### src/rtl/iq_port_pkg.sv
package iq_port_pkg;
  typedef enum logic [2:0] {
    PH_IDLE  = 3'd0,
    PH_REQ   = 3'd1,
    PH_IWORD = 3'd2,
    PH_QWORD = 3'd3,
    PH_GWORD = 3'd4,
    PH_PACK  = 3'd5
  } phase_e;
endpackage

### src/rtl/iq_chan_slot.sv
module iq_chan_slot #(
  parameter int DW = 16
) (
  input  logic          clk,
  input  logic          rst_n,
  input  logic          accept,
  input  logic          take,
  input  logic [DW-1:0] din_i,
  input  logic [DW-1:0] din_q,
  input  logic [DW-1:0] din_g,
  output logic          pend,
  output logic [DW-1:0] hold_i,
  output logic [DW-1:0] hold_q,
  output logic [DW-1:0] hold_g
);
  always_ff @(posedge clk) begin
    if (!rst_n) begin
      pend   <= 1'b0;
      hold_i <= '0;
      hold_q <= '0;
      hold_g <= '0;
    end else if (accept) begin
      pend   <= 1'b1;
      hold_i <= din_i;
      hold_q <= din_q;
      hold_g <= din_g;
    end else if (take) begin
      pend   <= 1'b0;
    end
  end

  // a fresh sample landing on the release cycle survives
  a_r11_new_kept: assert property (@(posedge clk) disable iff (!rst_n)
    accept && take |=> pend);
  a_r11_release: assert property (@(posedge clk) disable iff (!rst_n)
    take && !accept |=> !pend);
endmodule

### src/rtl/iq_pick.sv
module iq_pick #(
  parameter int NCH = 6,
  parameter int CHW = 3
) (
  input  logic [NCH-1:0] ready,
  output logic           any,
  output logic [CHW-1:0] sel
);
  function automatic logic [CHW-1:0] lowest_set(input logic [NCH-1:0] v);
    logic [CHW-1:0] idx;
    idx = '0;
    for (int k = NCH - 1; k >= 0; k--) begin
      if (v[k]) idx = CHW'(k);
    end
    return idx;
  endfunction

  always_comb begin
    any = |ready;
    sel = lowest_set(ready);
  end
endmodule

### src/rtl/iq_seq.sv
module iq_seq
  import iq_port_pkg::*;
#(
  parameter int DW  = 16,
  parameter int CHW = 3
) (
  input  logic           clk,
  input  logic           rst_n,
  input  logic           ack,
  input  logic           fmt_packed,
  input  logic           gain_app,
  input  logic           any,
  input  logic [CHW-1:0] sel,
  input  logic [DW-1:0]  sel_i,
  input  logic [DW-1:0]  sel_q,
  input  logic [DW-1:0]  sel_g,
  output logic           take_en,
  output logic           req,
  output logic [DW-1:0]  dout,
  output logic [CHW-1:0] ch_id,
  output logic           iq_flag,
  output logic           gain_flag
);
  localparam int HB = DW / 2;

  function automatic logic [DW-1:0] pack_upper(input logic [DW-1:0] i_w,
                                                input logic [DW-1:0] q_w);
    return {i_w[DW-1 -: HB], q_w[DW-1 -: HB]};
  endfunction

  phase_e         ph, ph_n;
  logic [DW-1:0]  q_sh, g_sh, q_sh_n, g_sh_n, dout_n;
  logic [CHW-1:0] ch_n;
  logic           iq_n, gn_n;
  logic           last_word;   // final word of a sample accepted this cycle
  logic           load_word;   // a new sample is put on the bus this cycle

  always_comb begin
    last_word = ack && ((ph == PH_GWORD) ||
                        (!gain_app && (ph == PH_QWORD || ph == PH_PACK)));
    load_word = any && ((ph == PH_REQ && ack) || (last_word && fmt_packed));
    take_en   = load_word;
  end

  always_comb begin
    ph_n   = ph;
    dout_n = dout;
    ch_n   = ch_id;
    iq_n   = iq_flag;
    gn_n   = gain_flag;
    q_sh_n = q_sh;
    g_sh_n = g_sh;
    if (load_word) begin
      ph_n   = fmt_packed ? PH_PACK : PH_IWORD;
      dout_n = fmt_packed ? pack_upper(sel_i, sel_q) : sel_i;
      ch_n   = sel;
      iq_n   = 1'b1;
      gn_n   = 1'b0;
      q_sh_n = sel_q;
      g_sh_n = sel_g;
    end else if (last_word || (ph == PH_REQ && ack)) begin
      ph_n   = (any && !fmt_packed) ? PH_REQ : PH_IDLE;
      dout_n = '0;
      ch_n   = '0;
      iq_n   = 1'b0;
      gn_n   = 1'b0;
    end else if (ack) begin
      case (ph)
        PH_IDLE: if (any) ph_n = PH_REQ;
        PH_IWORD: begin
          ph_n   = PH_QWORD;
          dout_n = q_sh;
          iq_n   = 1'b0;
        end
        PH_QWORD, PH_PACK: begin
          ph_n   = PH_GWORD;
          dout_n = g_sh;
          iq_n   = 1'b0;
          gn_n   = 1'b1;
        end
        default: ph_n = ph;
      endcase
    end else if (ph == PH_IDLE && any) begin
      ph_n = PH_REQ;
    end
  end

  always_ff @(posedge clk) begin
    if (!rst_n) begin
      ph        <= PH_IDLE;
      dout      <= '0;
      ch_id     <= '0;
      iq_flag   <= 1'b0;
      gain_flag <= 1'b0;
      q_sh      <= '0;
      g_sh      <= '0;
    end else begin
      ph        <= ph_n;
      dout      <= dout_n;
      ch_id     <= ch_n;
      iq_flag   <= iq_n;
      gain_flag <= gn_n;
      q_sh      <= q_sh_n;
      g_sh      <= g_sh_n;
    end
  end

  assign req = (ph != PH_IDLE);

  a_r1_idle_quiet: assert property (@(posedge clk) disable iff (!rst_n)
    !req |-> (dout == '0) && !iq_flag && !gain_flag);
  a_r9_stall_hold: assert property (@(posedge clk) disable iff (!rst_n)
    req && !ack |=> req && $stable(dout) && $stable(ch_id)
                    && $stable(iq_flag) && $stable(gain_flag));
  a_r3_first_word: assert property (@(posedge clk) disable iff (!rst_n)
    (ph == PH_REQ) && ack && any |=> iq_flag);
  a_r4_q_follows: assert property (@(posedge clk) disable iff (!rst_n)
    (ph == PH_IWORD) && ack |=> req && !iq_flag && !gain_flag);
  a_r5_gain_after: assert property (@(posedge clk) disable iff (!rst_n)
    ((ph == PH_QWORD) || (ph == PH_PACK)) && ack && gain_app |=> gain_flag);
  a_r5_flags_excl: assert property (@(posedge clk) disable iff (!rst_n)
    !(gain_flag && iq_flag));
  a_r7_flag_kept: assert property (@(posedge clk) disable iff (!rst_n)
    (ph == PH_PACK) && ack && !gain_app && any && fmt_packed |=> iq_flag);
endmodule

### src/rtl/iq_out_port.sv
module iq_out_port #(
  parameter int NCH = 6,
  parameter int DW  = 16,
  parameter int CHW = $clog2(NCH)
) (
  input  logic              clk,
  input  logic              rst_n,
  input  logic              fmt_packed,
  input  logic              gain_app,
  input  logic [NCH-1:0]    ch_en,
  input  logic [NCH*DW-1:0] src_i,
  input  logic [NCH*DW-1:0] src_q,
  input  logic [NCH*DW-1:0] src_gain,
  input  logic [NCH-1:0]    src_vld,
  input  logic              ack,
  output logic              req,
  output logic [DW-1:0]     dout,
  output logic [CHW-1:0]    ch_id,
  output logic              iq_flag,
  output logic              gain_flag
);
  logic [NCH-1:0]    pend_v, ready_v, take_v;
  logic [NCH*DW-1:0] hi_v, hq_v, hg_v;
  logic              any, take_en;
  logic [CHW-1:0]    sel;
  logic [DW-1:0]     sel_i, sel_q, sel_g;

  for (genvar k = 0; k < NCH; k++) begin : g_slot
    assign take_v[k] = take_en && (sel == CHW'(k));
    iq_chan_slot #(.DW(DW)) u_slot (
      .clk    (clk),
      .rst_n  (rst_n),
      .accept (src_vld[k] && ch_en[k]),
      .take   (take_v[k]),
      .din_i  (src_i[k*DW +: DW]),
      .din_q  (src_q[k*DW +: DW]),
      .din_g  (src_gain[k*DW +: DW]),
      .pend   (pend_v[k]),
      .hold_i (hi_v[k*DW +: DW]),
      .hold_q (hq_v[k*DW +: DW]),
      .hold_g (hg_v[k*DW +: DW])
    );
  end

  assign ready_v = pend_v & ch_en;

  iq_pick #(.NCH(NCH), .CHW(CHW)) u_pick (
    .ready (ready_v),
    .any   (any),
    .sel   (sel)
  );

  always_comb begin
    sel_i = '0;
    sel_q = '0;
    sel_g = '0;
    for (int k = 0; k < NCH; k++) begin
      if (sel == CHW'(k)) begin
        sel_i = hi_v[k*DW +: DW];
        sel_q = hq_v[k*DW +: DW];
        sel_g = hg_v[k*DW +: DW];
      end
    end
  end

  iq_seq #(.DW(DW), .CHW(CHW)) u_seq (
    .clk        (clk),
    .rst_n      (rst_n),
    .ack        (ack),
    .fmt_packed (fmt_packed),
    .gain_app   (gain_app),
    .any        (any),
    .sel        (sel),
    .sel_i      (sel_i),
    .sel_q      (sel_q),
    .sel_g      (sel_g),
    .take_en    (take_en),
    .req        (req),
    .dout       (dout),
    .ch_id      (ch_id),
    .iq_flag    (iq_flag),
    .gain_flag  (gain_flag)
  );

  a_r2_enabled_only: assert property (@(posedge clk) disable iff (!rst_n)
    (take_v & ~ch_en) == '0);
  a_r10_lowest_first: assert property (@(posedge clk) disable iff (!rst_n)
    take_en |-> ready_v[sel] && ((ready_v & ((NCH'(1) << sel) - NCH'(1))) == '0));
  a_r8_single_take: assert property (@(posedge clk) disable iff (!rst_n)
    $onehot0(take_v));
  a_r8_id_range: assert property (@(posedge clk) disable iff (!rst_n)
    int'(ch_id) < NCH);
endmodule

### config.mk
export PLATFORM = sky130hd
export DESIGN_NAME = iq_out_port
export DESIGN_NICKNAME = d
export VERILOG_FILES = /design/src/rtl/iq_port_pkg.sv /design/src/rtl/iq_chan_slot.sv /design/src/rtl/iq_pick.sv /design/src/rtl/iq_seq.sv /design/src/rtl/iq_out_port.sv
export SDC_FILE = /design/constraint.sdc
export NUM_CORES = 1
export LEC_CHECK = 0
export BUFFER_PORTS_ARGS = -buffer_cell sky130_fd_sc_hd__buf_2
export CAP_MARGIN = 20
export CORE_MARGIN = 2
export CORE_UTILIZATION = 59
export DETAILED_ROUTE_END_ITERATION = 6
export PLACE_DENSITY = 0.88
export SLEW_MARGIN = 10
export SYNTH_ARGS = -nofsm -noshare
export SYNTH_HDL_FRONTEND = slang
export SYNTH_SLANG_ARGS = --single-unit
### constraint.sdc
create_clock -name clk -period 4 [get_ports clk]
set_input_delay 0.2 -clock clk [delete_from_list [all_inputs] [get_ports clk]]
set_output_delay 0.2 -clock clk [all_outputs]
set_load 0.02 [all_outputs]
# == After elaboration in Yosys (flattened, before gate mapping) ==
# Cells that the tools add are included.
# op_classes
shifts,0
magnitude_cmp,0
reduce_logical,47
n_mul,0
div_mod_pow,0
add_sub_neg,0
n_eq_ne,12
mux,55
n_bitwise,2
# op_table
operator,count
2-to-1 mux 16 bit,21
2-to-1 mux 3 bit,14
case mux 16 bit (2 select lines),1
logical AND 1 bit,19
2-to-1 mux 1 bit,17
nonzero test 2 bit,7
"== test 3 x 2 -> 1 bit, second input constant",4
"== test 3 bit, second input constant",4
case mux 3 bit (3 select lines),1
nonzero test 3 bit,3
2-to-1 mux 8 bit,1
nonzero test 4 bit,2
AND 6 bit,1
"== test 3 x 1 -> 1 bit, second input constant",2
logical NOT 3 bit,2
"inequality test 6 x 1 -> 1 bit, second input constant",1
AND reduction 2 bit,3
OR reduction 3 bit,2
OR reduction 6 bit,1
"inequality test 5 x 3 -> 1 bit, second input constant",1
logical OR 1 bit,4
AND reduction 3 bit,1
logical NOT 1 bit,2
OR reduction 2 bit,1
inverter 1 bit,1
# totals
ram_bits,0
latch_bits,0
romBits,0
ff_bits,350
mem_count,0

# == Logic depth before layout (Yosys ltp) ==
# Gate-level depths: netlist (run 1).
# depth
word_depth,16
mapped_depth,9

# == By module ==
# A second synthesis (run 1) with hierarchy kept.
# unflattened
cells_unflattened,1624
area_unflattened_um2,16981.3
# by_module_without_submodules
mod,seq_area_each_um2,area_each_um2,n_inst,cells_per_inst
iq_chan_slot,980.9,1860.5,6,158
iq_out_port,0.0,3057.9,1,354
iq_seq,1121.1,2707.6,1,312
iq_pick,0.0,52.6,1,10

# == Worst setup path before layout (run 1) ==
# No wires, ideal clock.
# synth_timing
path_kind,reg-to-reg
startpoint,reg g_slot[2].u_slot.pend
endpoint,reg u_seq.q_sh[4]
setup_time_ns,0.136
stages_incl_launch_ff,9
t_arrival_ns,1.754
n_path_buf,2
slack_ns,2.110
path_cell_list,dfxtp_1 and2_1 buf_2 a22o_1 buf_4 nor2_8 mux2_1 a211oi_1 o32ai_1
# synth_via
elab_chain_cells,11
word_cells_on_any_way,18
# synth_lines
item,line,text
from (decl),iq_chan_slot.sv:11,"output logic pend,"
from (signal assigned),iq_chan_slot.sv:18,pend <= 1'b0;
from (signal assigned),iq_chan_slot.sv:23,pend <= 1'b1;
from (signal assigned),iq_chan_slot.sv:28,pend <= 1'b0;
AND 6 bit *,iq_out_port.sv:45,assign ready_v = pend_v & ch_en;
2-to-1 mux 3 bit (3 in a row),iq_pick.sv:13,if (v[k]) idx = CHW'(k);
logical NOT 3 bit,iq_out_port.sv:58,if (sel == CHW'(k)) begin
2-to-1 mux 16 bit (6 in a row),iq_out_port.sv:58,
to (signal assigned),iq_seq.sv:103,q_sh <= q_sh_n;
to (decl),iq_seq.sv:32,"logic [DW-1:0] q_sh, g_sh, q_sh_n, g_sh_n, dout_n;"
# Mark *: on every way between the ends. The rest lies on a longest branch, timed or not.
# A chain may end at the register's enable or synchronous reset.

# == Final worst setup path (run 1) ==
# layout_timing
startpoint,reg g_slot[4].u_slot.pend
endpoint,reg u_seq.g_sh[2]
# layout_via
elab_chain_cells,13
word_cells_on_any_way,20
# layout_lines
item,line,text
from (decl),iq_chan_slot.sv:11,
from (signal assigned),iq_chan_slot.sv:18,
from (signal assigned),iq_chan_slot.sv:23,
from (signal assigned),iq_chan_slot.sv:28,
AND 6 bit *,iq_out_port.sv:45,
2-to-1 mux 3 bit (5 in a row),iq_pick.sv:13,
logical NOT 3 bit,iq_out_port.sv:58,
2-to-1 mux 16 bit (6 in a row),iq_out_port.sv:58,
to (signal assigned),iq_seq.sv:104,g_sh <= g_sh_n;
to (decl),iq_seq.sv:32,
# Marked as above.

==> results of run 1 <==
cell families (layout without fill, tap and decap cells):
logic type	Yosys count	in the layout
simple gates	785	785
buf+inv	180	711
mux	24	24
flops	350	350
other cells	0	14
compound gates	714	714
worst max-delay path, cell delays in order, from the launching register on:
cell	delay, ps
dfxtp_1	340
a22oi_1	640
nand2_1	830
buf_4	430
o211ai_1	90
a21oi_1	170
o21ai_1	200
a21oi_1	80
sequential cells by signal (all words and copies together), names as in the netlist:
| register | count |
|---|---|
| g_slot.u_slot.hold_g | 96 |
| u_seq.q_sh | 16 |
| g_slot.u_slot.hold_i | 96 |
| u_seq.g_sh | 16 |
| u_seq.iq_flag | 1 |
| u_seq.dout | 16 |
| u_seq.gain_flag | 1 |
| u_seq.ph | 3 |
| u_seq.ch_id | 3 |
| g_slot.u_slot.hold_q | 96 |
| g_slot.u_slot.pend | 6 |
worst max path at each step:
| stage | from | endpoint |
|---|---|---|
| floorplan | g_slot[2].u_slot.pend$_SDFFE_PN0P_ | u_seq.q_sh[4]$_SDFFE_PN0P_ |
| global placement | ch_en[0] | u_seq.g_sh[15]$_SDFFE_PN0P_ |
| detailed placement | ch_en[4] | u_seq.g_sh[4]$_SDFFE_PN0P_ |
| CTS | g_slot[4].u_slot.pend$_SDFFE_PN0P_ | u_seq.g_sh[4]$_SDFFE_PN0P_ |
| global route | g_slot[3].u_slot.pend$_SDFFE_PN0P_ | u_seq.g_sh[10]$_SDFFE_PN0P_ |
| finish | g_slot[4].u_slot.pend$_SDFFE_PN0P_ | u_seq.g_sh[2]$_SDFFE_PN0P_ |
power groups by stage:
stage / registers, W / clock network (W) / logic [W]
2_1_floorplan: 0.00381 / 0 / 0.000641
3_3_place_gp: 0.00385 / 0 / 0.00104
3_5_place_dp: 0.00385 / 0 / 0.00106
4_1_cts: 0.00378 / 0.00339 / 0.00128
5_1_grt: 0.00380 / 0.00357 / 0.00147
6_report: 0.00379 / 0.00346 / 0.00141
Yosys cell counts, types with 2 or more instances:
cell type	count	area share, %
a211oi_1	20	0.99
o221a_2	20	1.5
nor2_2	2	0.082
and3_1	14	0.58
inv_1	4	0.099
a22oi_1	4	0.20
or3_1	2	0.082
nor3_1	15	0.49
a221oi_1	2	0.12
o211ai_1	32	1.6
o2111ai_1	2	0.12
nand3_1	51	1.7
mux2_1	4	0.30
buf_2	30	0.99
a21oi_1	438	14
a31oi_1	16	0.66
buf_1	17	0.42
dfxtp_1	350	46
nand2_1	663	16
o32a_1	3	0.20
a2bb2oi_1	7	0.40
buf_4	4	0.20
nor2_1	20	0.49
mux2i_1	6	0.39
a22oi_2	2	0.16
o32ai_1	7	0.40
a22o_1	3	0.17
clkbuf_1	124	3.1
and2_1	11	0.45
mux2_2	14	1.0
o21ai_1	38	1.3
o21ai_0	90	3.0
o31ai_1	4	0.20
o22ai_1	14	0.58
a21oi_2	2	0.12
nand2b_1	3	0.12
per-stage QoR:
step / instances / setup WS (ps)
finish: 2928 / 1070
global route: 2924 / 1050
CTS: 2914 / 1300
detailed placement: 2566 / 1290
global placement: 2566 / 1300
floorplan: 2053 / 2110
routing by layer:
metal | track usage, % | routed length, microns | part of all wire, %
met1 | 59.7 | 24100 | 34
met2 | 76.2 | 30200 | 42
met3 | 21.2 | 11000 | 15
met4 | 34.8 | 5840 | 8.2
met5 | 0.758 | 0 | 0
layout make-up:
type                    count  area (sq um)  area share [%]
diodes                     14          35.0           0.168
clock buffers              53          1040            4.96
clock inverters             9           145           0.694
inverters                   4          22.5           0.108
multi-input cells        1523          7470            35.8
flip-flops and latches    350          7010            33.5
well taps                 330           413            1.98
repair buffers            645          4770            22.8
==> impl_metrics.ini, run 1 <==
[setup_path]
regToRegSetupSlack_ps = 1070
r2r-start = g_slot[4].u_slot.pend$_SDFFE_PN0P_
critPathArrivalTime_ps = 3290
r2r_cells = 7
start_kind = flip-flop
r2r-end = u_seq.g_sh[2]$_SDFFE_PN0P_
worstPathMaxFanout = 26
crit_type = flip-flop to flip-flop
end_kind = flip-flop
cp_data_required_time_ps = 4370

[global_routing]
overflow = 0
grt_first_pass_wirelength_microns = 105000
grt_pass1_vias = 18500
grt_usage_pct = 51.1
grt_max_degree = 142
antenna_found_initial = 12

[cts]
clk_latency_ps = 520
root_buffer = clkbuf_16
clk_pin_slew_ps = 60
h-tree-depth = 2
postCtsHoldBufs = 286
cts.sinks = 350
post_cts_resize_count = 0
cts_buffer_depth = 3
cts_tree = built
cts_setup_buffers = 0
numCtsBuffers = 36

[yosys]
synth_mux_area_share_pct = 1.73
syn-mean-instance-area_sq_um = 7.41
synthArstFlopShare_pct = 0
synth_edf_count = 0
syn-cell-area_sq_mm = 0.0152
ys_warn_count = 0
synthFlopType = dfxtp_1
synthCells = 2053
synth_top_family_by_area = compound AO/OA/AOI/OAI gates
synth-compound-area-share_pct = 26.7
synthXorXnorAreaFrac_pct = 0
ys_types = 51
ys_ff_latch = 350
ys_seq_area_share_pct = 46.1
yosys.area_share.simple_pct = 20.7
synthAdderAreaFrac_pct = 0
synth_fp_nets = 2358

[power_and_ir_drop]
switching_share_pct = 27.8
pwr-share-seq_pct = 43.8
p_total_w = 0.00866
pwr-share-clk_pct = 39.9
combPwrFrac_pct = 16.3
p_switching_w = 0.00241
vdd_drop_max_mv = 0.410
internal_power_w = 0.00625
leakage_nw = 8.10
p_per_area_mw_per_mm2 = 415

[hold_path]
hold_start = src_q[57]
hp-class = input port to flip-flop
holdPathStages = 3
min_to = g_slot[3].u_slot.hold_q[9]$_SDFFE_PN0P_

[finish]
nNetsFinal = 2865
final_common_cell = nand2_1
final_cell_mix = nand2_1, a21oi_1, dfxtp_1
final_util_pct = 82.8
stdcell_area_sq_mm = 0.0209
area_growth_pct = 37.4
drive_gt1_share_pct = 17.7
fillCellCount = 1501

[drt]
drt-vias-per-instance = 6.52
drt_wl_total_microns = 71200
first_pass_iters = 7
drtIter0Drc = 3261
ant_nets = 0
wl_per_cell_microns = 24.3
drc = 10
vias = 19100

[sta]
max_slew_margin_pct = 30.2
tightest_slew_ps = 1040
clock_skew_ps = 13.0
drv_slew = 0
rsz0062_at_grt = false
max_clock_freq_mhz = 342
setup_viol = 0
holdWs_ps = 27.0
finalCriticalPeriod_ps = 2930
finalCritPeriodShare_pct = 73.2
hold_violations = 0
tns_ps = 0

[placed_design]
io_buffer_count = 326
post_dp_cell_area_sq_mm = 0.0168
dp_hpwl_microns = 38800
gp_congestion = 1.03

[floorplanning]
num_rows = 58
io_pins = 327
die_area_sq_mm = 0.0271
die_h_microns = 165
start_util_pct = 60.2
core_sq_mm = 0.0253
fp.dieW_microns = 165

[run]
cap_viol_max_count = 0

[status]
status = finished with violations
violations = DRC
Power figures use the tool's default switching activity.
==> run 2: changes to the inputs <==
CORE_UTILIZATION = 55   (was 59)
PLACE_DENSITY = 0.83   (was 0.88)
clock period = 3 ns   (was 4 ns; I/O delays follow)
==> run 2 against run 1 <==
The run still ends with DRC left. Wire length decreased by 6.9%. Clock skew increased by 5.8 ps. Clock power increased by 42%. Final cell count increased by 0.72%. Sequential cell count unchanged. Sequential power increased by 33%. Maximum frequency increased by 14%. Global-route usage decreased by 7.1 points. Power increased by 37%. Critical endpoint is now u_seq.g_sh[6]$_SDFFE_PN0P_. Largest power group unchanged.
==> impl_metrics.ini, run 2 (synthesis gave the netlist of run 1 again) <==
[status]
status = finished with violations
violations = DRC

[setup_path]
cp_data_required_time_ps = 3450
worstPathMaxFanout = 24
crit_type = flip-flop to flip-flop
end_kind = flip-flop
critPathArrivalTime_ps = 3020
r2r_cells = 8
r2r-start = g_slot[2].u_slot.pend$_SDFFE_PN0P_
crit_end = u_seq.g_sh[6]$_SDFFE_PN0P_
regToRegSetupSlack_ps = 430
crit_start = g_slot[2].u_slot.pend$_SDFFE_PN0P_
start_kind = flip-flop
r2r-end = u_seq.g_sh[6]$_SDFFE_PN0P_

[finish]
drive_gt1_share_pct = 18.4
multi_input_area_sq_mm = 0.00748
fillCellCount = 1693
final_cell_mix = nand2_1, a21oi_1, dfxtp_1
stdcell_area_sq_mm = 0.0212
area_growth_pct = 39.3
nNetsFinal = 2878
largestRegisters = g_slot.u_slot.hold_g: 96 flops, g_slot.u_slot.hold_i: 96 flops, g_slot.u_slot.hold_q: 96 flops
register_area_sq_mm = 0.00701
final_common_cell = nand2_1
instances_no_fill = 2949

[cts]
root_buffer = clkbuf_16
cts.sinks = 350
cts_setup_buffers = 0
clk_pin_slew_ps = 70
post_cts_resize_count = 0
clk_latency_ps = 530
cts_buffer_depth = 3
cts_tree = built
numCtsBuffers = 37
h-tree-depth = 2

[sta]
rsz0062_at_grt = false
max_slew_margin_pct = 35.3
tightest_slew_ps = 970
setup_viol = 0
clock_skew_ps = 18.8
max_clock_freq_mhz = 389
tns_ps = 0
hold_violations = 0
finalCritPeriodShare_pct = 85.6
finalCriticalPeriod_ps = 2570
drv_slew = 0

[global_routing]
grt_first_pass_wirelength_microns = 98100
grt_max_degree = 146
grt_pass1_vias = 17500
antenna_found_initial = 9
overflow = 0
grt_usage_pct = 43.9

[drt]
drtIter0Drc = 3261
drt-vias-per-instance = 6.26
drc = 11
ant_nets = 0
first_pass_iters = 7
drt_wl_total_microns = 66300
vias = 18500
wl_per_cell_microns = 22.5

[floorplanning]
start_util_pct = 56.3
io_pins = 327
core_sq_mm = 0.0270
die_area_sq_mm = 0.0290
fp.dieW_microns = 170
die_h_microns = 170
num_rows = 60

[placed_design]
dp_cells = 2586
post_dp_cell_area_sq_mm = 0.0170
io_buffer_count = 326
gp_congestion = 0.985
dp_hpwl_microns = 39000

[run]
cap_viol_max_count = 0

[power_and_ir_drop]
leakage_nw = 8.23
vdd_drop_max_mv = 0.380
p_per_area_mw_per_mm2 = 558

[hold_path]
hp-class = input port to flip-flop
-- run 2: cell types whose count changed in the layout (fill, tap and decap cells not counted), moves of 2 or more --
cell / delta
diode_2: -3
clkbuf_8: +3
clkbuf_1: -8
buf_4: +3
buf_12: +6
clkinvlp_4: +2
bufinv_16: +2
dlygate4sd3_1: +3
-- run 2: layout make-up --
cell class / instances / share of cell area, %
repair buffers: 657 / 23.3
inverters: 4 / 0.106
diodes: 11 / 0.130
well taps: 341 / 2.01
multi-input cells: 1523 / 35.3
flip-flops and latches: 350 / 33.1
clock buffers: 48 / 4.94
clock inverters: 15 / 1.12
-- run 2: timing repair --
item                                   in CTS  in global routing
endpoints found under the hold margin     289                  0
hold buffers                              289                  0
setup endpoints to repair                   0                  0
-- run 2: per-stage QoR --
| step | util [%] | power (W) | setup WS (ps) | hold WS [ps] |
|---|---|---|---|---|
| after global routing | 78.4 | 0.0121 | 331 | 121 |
| after detailed placement | 62.8 | 0.00656 | 552 | 394 |
| after floorplan | - | 0.00593 | 1110 | 286 |
| after global placement | 62.8 | 0.00653 | 629 | 394 |
| after CTS | 78.3 | 0.0116 | 531 | 61.9 |
| final | 78.4 | 0.0118 | 432 | 86.3 |
-- run 2: metal layers --
| layer | wire [microns] | track usage (%) |
|---|---|---|
| met1 | 24400 | 56.1 |
| met2 | 29300 | 69.8 |
| met3 | 8780 | 11.0 |
| met4 | 3760 | 20.8 |
| met5 | 0 | 0 |
-- run 2: worst min-delay path by stage --
| stage | from | endpoint | depth (start not counted) |
|---|---|---|---|
| 2_1_floorplan | src_gain[0] | g_slot[0].u_slot.hold_g[0]$_SDFFE_PN0P_ | 2 |
| 3_3_place_gp | src_i[55] | g_slot[3].u_slot.hold_i[7]$_SDFFE_PN0P_ | 3 |
| 3_5_place_dp | src_i[77] | g_slot[4].u_slot.hold_i[13]$_SDFFE_PN0P_ | 3 |
| 4_1_cts | ch_en[2] | g_slot[2].u_slot.pend$_SDFFE_PN0P_ | 4 |
| 5_1_grt | rst_n | u_seq.ph[0]$_SDFFE_PN0P_ | 3 |
| 6_report | ch_en[2] | g_slot[2].u_slot.pend$_SDFFE_PN0P_ | 4 |
-- run 2: report_power, final --
| part | leakage (nW) | switching [W] | internal [W] |
|---|---|---|---|
| clock | 0.630 | 0.00195 | 0.00298 |
| combinational | 4.74 | 0.00109 | 0.000762 |
| sequential | 2.86 | 0.000177 | 0.00487 |
| total | 8.23 | 0.00322 | 0.00861 |
-- run 2: critical path, stage by stage (launching register included) --
cell,delay (ps)
dfxtp_1,410
and2_1,220
a22o_1,530
buf_12,250
buf_4,240
o21ai_0,140
a21oi_1,360
o21ai_1,160
a21oi_1,180
